[src/rtl/ctrl_dec_pkg.sv]
package ctrl_dec_pkg;

  localparam int OPC_W    = 6;
  localparam int FN_W     = 6;
  localparam int ALU_W    = 4;
  localparam int N_RFUNCT = 6;

  // operation field values
  localparam logic [OPC_W-1:0] OPC_RTYPE = 6'h00;
  localparam logic [OPC_W-1:0] OPC_JMP   = 6'h02;
  localparam logic [OPC_W-1:0] OPC_BEQ   = 6'h04;
  localparam logic [OPC_W-1:0] OPC_BNE   = 6'h05;
  localparam logic [OPC_W-1:0] OPC_ADDI  = 6'h08;
  localparam logic [OPC_W-1:0] OPC_SLTI  = 6'h0A;
  localparam logic [OPC_W-1:0] OPC_ANDI  = 6'h0C;
  localparam logic [OPC_W-1:0] OPC_ORI   = 6'h0D;
  localparam logic [OPC_W-1:0] OPC_XORI  = 6'h0E;
  localparam logic [OPC_W-1:0] OPC_LOAD  = 6'h23;
  localparam logic [OPC_W-1:0] OPC_STORE = 6'h2B;

  // function field values accepted for register-register instructions
  localparam logic [N_RFUNCT*FN_W-1:0] RFUNCT_LIST =
    {6'h20, 6'h22, 6'h24, 6'h25, 6'h26, 6'h2A};

  // ALU codes: low bits of the matching function value
  localparam logic [ALU_W-1:0] ALU_ADD = 4'b0000;
  localparam logic [ALU_W-1:0] ALU_SUB = 4'b0010;
  localparam logic [ALU_W-1:0] ALU_AND = 4'b0100;
  localparam logic [ALU_W-1:0] ALU_OR  = 4'b0101;
  localparam logic [ALU_W-1:0] ALU_XOR = 4'b0110;
  localparam logic [ALU_W-1:0] ALU_SLT = 4'b1010;

  typedef enum logic [2:0] {
    AOP_NONE,
    AOP_FUNCT,
    AOP_ADD,
    AOP_SUB,
    AOP_AND,
    AOP_OR,
    AOP_XOR,
    AOP_SLT
  } aop_e;

  typedef struct packed {
    logic dst_rd;
    logic reg_wr;
    logic sext;
    logic alu_imm;
    logic br_eq;
    logic br_ne;
    logic jump;
    logic mem_rd;
    logic mem_wr;
    logic mem_to_reg;
  } ctrl_t;

endpackage

[src/rtl/ctrl_main_dec.sv]
module ctrl_main_dec
  import ctrl_dec_pkg::*;
(
  input  logic [OPC_W-1:0] opcode_i,
  output ctrl_t            ctrl_o,
  output aop_e             aop_o,
  output logic             is_rtype_o
);

  always_comb begin
    ctrl_o     = '0;
    aop_o      = AOP_NONE;
    is_rtype_o = 1'b0;
    unique case (opcode_i)
      OPC_RTYPE: begin
        is_rtype_o    = 1'b1;
        ctrl_o.dst_rd = 1'b1;
        ctrl_o.reg_wr = 1'b1;
        aop_o         = AOP_FUNCT;
      end
      OPC_ADDI: begin
        ctrl_o.reg_wr  = 1'b1;
        ctrl_o.alu_imm = 1'b1;
        ctrl_o.sext    = 1'b1;
        aop_o          = AOP_ADD;
      end
      OPC_SLTI: begin
        ctrl_o.reg_wr  = 1'b1;
        ctrl_o.alu_imm = 1'b1;
        ctrl_o.sext    = 1'b1;
        aop_o          = AOP_SLT;
      end
      OPC_ANDI: begin
        ctrl_o.reg_wr  = 1'b1;
        ctrl_o.alu_imm = 1'b1;
        aop_o          = AOP_AND;
      end
      OPC_ORI: begin
        ctrl_o.reg_wr  = 1'b1;
        ctrl_o.alu_imm = 1'b1;
        aop_o          = AOP_OR;
      end
      OPC_XORI: begin
        ctrl_o.reg_wr  = 1'b1;
        ctrl_o.alu_imm = 1'b1;
        aop_o          = AOP_XOR;
      end
      OPC_LOAD: begin
        ctrl_o.reg_wr     = 1'b1;
        ctrl_o.alu_imm    = 1'b1;
        ctrl_o.sext       = 1'b1;
        ctrl_o.mem_rd     = 1'b1;
        ctrl_o.mem_to_reg = 1'b1;
        aop_o             = AOP_ADD;
      end
      OPC_STORE: begin
        ctrl_o.alu_imm = 1'b1;
        ctrl_o.sext    = 1'b1;
        ctrl_o.mem_wr  = 1'b1;
        aop_o          = AOP_ADD;
      end
      OPC_BEQ: begin
        ctrl_o.br_eq = 1'b1;
        aop_o        = AOP_SUB;
      end
      OPC_BNE: begin
        ctrl_o.br_ne = 1'b1;
        aop_o        = AOP_SUB;
      end
      OPC_JMP: begin
        ctrl_o.jump = 1'b1;
      end
      default: begin
        ctrl_o = '0;
        aop_o  = AOP_NONE;
      end
    endcase
  end

endmodule

[src/rtl/ctrl_alu_dec.sv]
module ctrl_alu_dec
  import ctrl_dec_pkg::*;
(
  input  aop_e             aop_i,
  input  logic [FN_W-1:0]  funct_i,
  output logic [ALU_W-1:0] alu_op_o,
  output logic             funct_ok_o
);

  logic [N_RFUNCT-1:0] hit;

  for (genvar gi = 0; gi < N_RFUNCT; gi++) begin : g_fmatch
    assign hit[gi] = (funct_i == RFUNCT_LIST[gi*FN_W +: FN_W]);
  end

  assign funct_ok_o = |hit;

  always_comb begin
    unique case (aop_i)
      AOP_FUNCT: alu_op_o = funct_ok_o ? funct_i[ALU_W-1:0] : '0;
      AOP_ADD:   alu_op_o = ALU_ADD;
      AOP_SUB:   alu_op_o = ALU_SUB;
      AOP_AND:   alu_op_o = ALU_AND;
      AOP_OR:    alu_op_o = ALU_OR;
      AOP_XOR:   alu_op_o = ALU_XOR;
      AOP_SLT:   alu_op_o = ALU_SLT;
      default:   alu_op_o = '0;
    endcase
  end

endmodule

[src/rtl/insn_ctrl_decoder.sv]
module insn_ctrl_decoder
  import ctrl_dec_pkg::*;
(
  input  logic [5:0] opcode_i,
  input  logic [5:0] funct_i,
  output logic       dst_rd_o,
  output logic       reg_wr_o,
  output logic       sext_o,
  output logic       alu_imm_o,
  output logic       br_eq_o,
  output logic       br_ne_o,
  output logic       jump_o,
  output logic       mem_rd_o,
  output logic       mem_wr_o,
  output logic       mem_to_reg_o,
  output logic [3:0] alu_op_o
);

  ctrl_t            main_ctrl;
  ctrl_t            gated_ctrl;
  aop_e             aop;
  logic             is_rtype;
  logic             funct_ok;
  logic [ALU_W-1:0] alu_code;

  ctrl_main_dec u_main (
    .opcode_i   (opcode_i),
    .ctrl_o     (main_ctrl),
    .aop_o      (aop),
    .is_rtype_o (is_rtype)
  );

  ctrl_alu_dec u_alu (
    .aop_i      (aop),
    .funct_i    (funct_i),
    .alu_op_o   (alu_code),
    .funct_ok_o (funct_ok)
  );

  // an unknown function value on a register-register instruction is quiet
  always_comb begin
    gated_ctrl = main_ctrl;
    if (is_rtype && !funct_ok) begin
      gated_ctrl = '0;
    end
  end

  assign dst_rd_o     = gated_ctrl.dst_rd;
  assign reg_wr_o     = gated_ctrl.reg_wr;
  assign sext_o       = gated_ctrl.sext;
  assign alu_imm_o    = gated_ctrl.alu_imm;
  assign br_eq_o      = gated_ctrl.br_eq;
  assign br_ne_o      = gated_ctrl.br_ne;
  assign jump_o       = gated_ctrl.jump;
  assign mem_rd_o     = gated_ctrl.mem_rd;
  assign mem_wr_o     = gated_ctrl.mem_wr;
  assign mem_to_reg_o = gated_ctrl.mem_to_reg;
  assign alu_op_o     = alu_code;

endmodule

[config.mk]
export PLATFORM = sky130hd
export DESIGN_NAME = insn_ctrl_decoder
export DESIGN_NICKNAME = d
export VERILOG_FILES = /design/src/rtl/ctrl_dec_pkg.sv /design/src/rtl/ctrl_main_dec.sv /design/src/rtl/ctrl_alu_dec.sv /design/src/rtl/insn_ctrl_decoder.sv
export SDC_FILE = /design/constraint.sdc
export NUM_CORES = 1
export LEC_CHECK = 0
export BUFFER_PORTS_ARGS = -buffer_cell sky130_fd_sc_hd__buf_2
export CAP_MARGIN = 20
export CORE_AREA = 8 8 45 47
export DETAILED_ROUTE_END_ITERATION = 16
export DIE_AREA = 0 0 53 55
export PLACE_DENSITY = 0.75
export SLEW_MARGIN = 20
export SYNTH_ARGS = -nofsm -noshare
export SYNTH_HDL_FRONTEND = slang
export SYNTH_HIERARCHICAL = 1
export SYNTH_SLANG_ARGS = --single-unit
[constraint.sdc]
create_clock -name vclk -period 2.32
set_clock_uncertainty 0.1 [all_clocks]
set_input_delay 0.348 -clock vclk [all_inputs]
set_output_delay 0.348 -clock vclk [all_outputs]
set_load 0.02 [all_outputs]
==> impl_metrics.tcl <==
set metrics [dict create \
    run_status "finished, final reports clean" \
    critPathBufInv 2 \
    ys_top_cells_by_area "and2_1 13%, nor2_1 8.5%, a2111oi_4 6.3%" \
    syn_nets 81 \
    worst_slack_ns 0.08682 \
    yosysUniqueCellTypes 32 \
    ir_worst_vdd_mv 0.04755 \
    crit_path_max_incr_delay_ns 0.35 \
    synth_compound_area_frac 0.2813 \
    post_route_standard_cell_area_excluding_fillers_sq_um 596.8 \
    antenna_cells_inserted 0 \
    final-max-slew-violation-count 0 \
    antenna_violations_before_repair 0 \
    critical-path-slowest-cell "a2111oi_4" \
    wirelength_microns 1360 \
    rows 14 \
    path_delay_family "compound AO/OA/AOI/OAI gates" \
    cts_setup_buffers 0 \
    synth-xor-area-share 0 \
    dp_worst_setup_slack_ns 0.08383 \
    floorplan.die.height_microns 55 \
    final_net_count 107 \
    combinational_family_with_the_most_area_after_synthesis "simple AND/OR/NAND/NOR gates" \
    clock_buffer_count 0 \
    flow.area_growth_from_synthesis_pct 35.51 \
    synth_adder_area_share 0 \
    ant_nets 0 \
    max-cap-violations 0 \
    arrival_time_of_the_worst_setup_path_ns 1.79 \
    net_switching_power_uw 45.30 \
    min_period_ns 2.233 \
    routed_wire_length_per_instance_microns 12.48 \
    synth-warning-count 6 \
    grt_pass1_wl_microns 2083 \
    report.final.hold_viol_count 0 \
    share_comb_of_total_power 1.000 \
    synth_largest_area_cell "and2_1" \
    vias_in_the_first_global_route 502 \
    power.share.sequential 0 \
    place_area_sq_um 584.3 \
    detailroute.via_count 578 \
    drtPass1Iterations 4 \
    detailedPlacementHpwl_microns 1099 \
    n_sequential_cell 0 \
    setup_total_negative_slack_ns 0 \
    part_of_the_yosys_area_used_for_sequential_elements 0 \
    core_region_area_sq_um 1384 \
    fraction_of_layout_cells_with_a_size_suffix_above_1 0.4409 \
    total_of_endpoints_with_negative_setup_slack_in_the_final_report 0 \
    die_w_microns 53 \
    routability_driven_placement_congestion_ratio 0.8848 \
    drt_iter0_markers 7 \
    leakagePower_uw 0.0002752 \
    synth_top_cell_area_share 0.1278 \
    critPathMaxFanout 7 \
    total_routing_usage_reported_by_global_routing 0.08501 \
    grt-ovfl-total 0 \
    swShare 0.5911 \
    design.die.area_sq_um 2915 \
    setup_repair_after_global_routing_missed_its_margin "false" \
    utilization 0.4313 \
    yosys.area_share.simple 0.6307 \
    internal_power_uw 31.33 \
    critical_path_class "input pin to output pin" \
    count_of_buffers_from_port_buffering 26 \
    syn-cell-area_sq_um 440.4 \
    crit_path_end_kind "output pin" \
    worstSetupStartpointType "input pin" \
    postSynthAreaPerCell_sq_um 6.383 \
    avgViaCountPerCell 5.303 \
    min_period_over_period 0.9626 \
    part_of_the_total_power_dissipated_in_the_clock_network 0 \
    timing.critical_path.mode_cell "buf_2" \
    grt_start_max_net_pins 11 \
    worstHoldPathType "input pin to output pin" \
    number_of_i_o_pins 26 \
    initial_cell_density_of_the_core 0.3183 \
    worst_pin_slew_ns 0.2704 \
    fmax_mhz 447.8 \
    post_synth_mux_area_share 0 \
    timing.max_slew.rel_slack 0.8184 \
    crit_chain "buf_2, nand2b_2, o21ai_0, and3_2, a2111oi_4, nand3b_1, a21boi_1, buf_2" \
    power-per-cell-area_nw_per_um2 128.4 \
    synthesis.instances 69 \
    drcViolationCount 0 \
    seq_area_sq_um 0 \
    crit_required_ns 1.87 \
]
-- final cells by class --
type                       count  area (sq um)
fill                         148         787.0
multi-input combinational     62         420.4
timing repair buffer          28         145.1
tap                           16         20.02
inverter                       3         11.26
-- Yosys cell counts, types with 2 or more instances --
cell type and n:
a211oi_1 2, a21oi_1 3, nor3b_1 2, or3_1 2, nor2_1 10, nand2b_4 2, nand2_1 5, o21ai_0 2
and3_2 2, nand2b_1 3, buf_4 3, inv_1 2, nor3_1 2, nand3_1 3, and2_1 9
-- per-layer routing --
| metal | part of all wire | global-route usage | vias up |
|---|---|---|---|
| li1 | - | - | 297 |
| met1 | 0.45 | 0.1146 | 257 |
| met2 | 0.46 | 0.1484 | 22 |
| met3 | 0.082 | 0.01070 | 2 |
| met4 | 0.0096 | 0 | 0 |
| met5 | 0 | 0 | - |
-- power groups by stage --
| stage | Sequential (uW) | Combinational (uW) | Clock [uW] |
|---|---|---|---|
| after floorplan | 0 | 44.1 | 0 |
| after global placement | 0 | 71.7 | 0 |
| after global routing | 0 | 84.0 | 0 |
| after detailed placement | 0 | 72.7 | 0 |
| final | 0 | 76.6 | 0 |
| after CTS | 0 | 73.0 | 0 |
-- cells by family (layout without fill, tap and decap cells) --
| group | Yosys count | count (layout) |
|---|---|---|
| and+or+nand+nor | 47 | 47 |
| AOI/OAI and AO/OA | 15 | 15 |
| buffers and inverters | 7 | 31 |
-- worst paths after layout --
kind,from,endpoint,cells after the start
setup / recovery,opcode_i[1],alu_op_o[3],8
hold / removal,funct_i[2],alu_op_o[2],4
-- metrics by stage --
step / hold WS [ns] / power (uW) / std cells
floorplan: 0.7707 / 44.15 / 69
global placement: 0.9968 / 71.71 / 109
detailed placement: 1.013 / 72.65 / 109
CTS: 1.014 / 73.01 / 109
global route: 1.045 / 83.96 / 109
finish: 1.012 / 76.63 / 109
-- repair_timing --
item,in CTS,in global routing
hold buffers,0,0
resized for setup,0,3
endpoints found under the setup margin,0,4
-- cell usage in the layout, fill, tap and decap left out, drive strengths merged --
| master | n |
|---|---|
| o211ai | 1 |
| nand3 | 3 |
| and3b | 1 |
| a41oi | 1 |
| or4 | 1 |
| nor2b | 1 |
| buf | 28 |
| nor4 | 1 |
| inv | 3 |
| a2111oi | 2 |
| or2 | 1 |
| a211o | 1 |
| nand2b | 5 |
| a211oi | 2 |
| and3 | 2 |
| o31ai | 1 |
| o21ai | 2 |
| nand2 | 5 |
| or3 | 2 |
| nor3 | 2 |
| a21oi | 3 |
| nand3b | 1 |
| a21boi | 1 |
| a31oi | 1 |
| nor3b | 2 |
| nor2 | 10 |
| and2 | 10 |
Note: power is estimated with default switching activity, not from simulation.
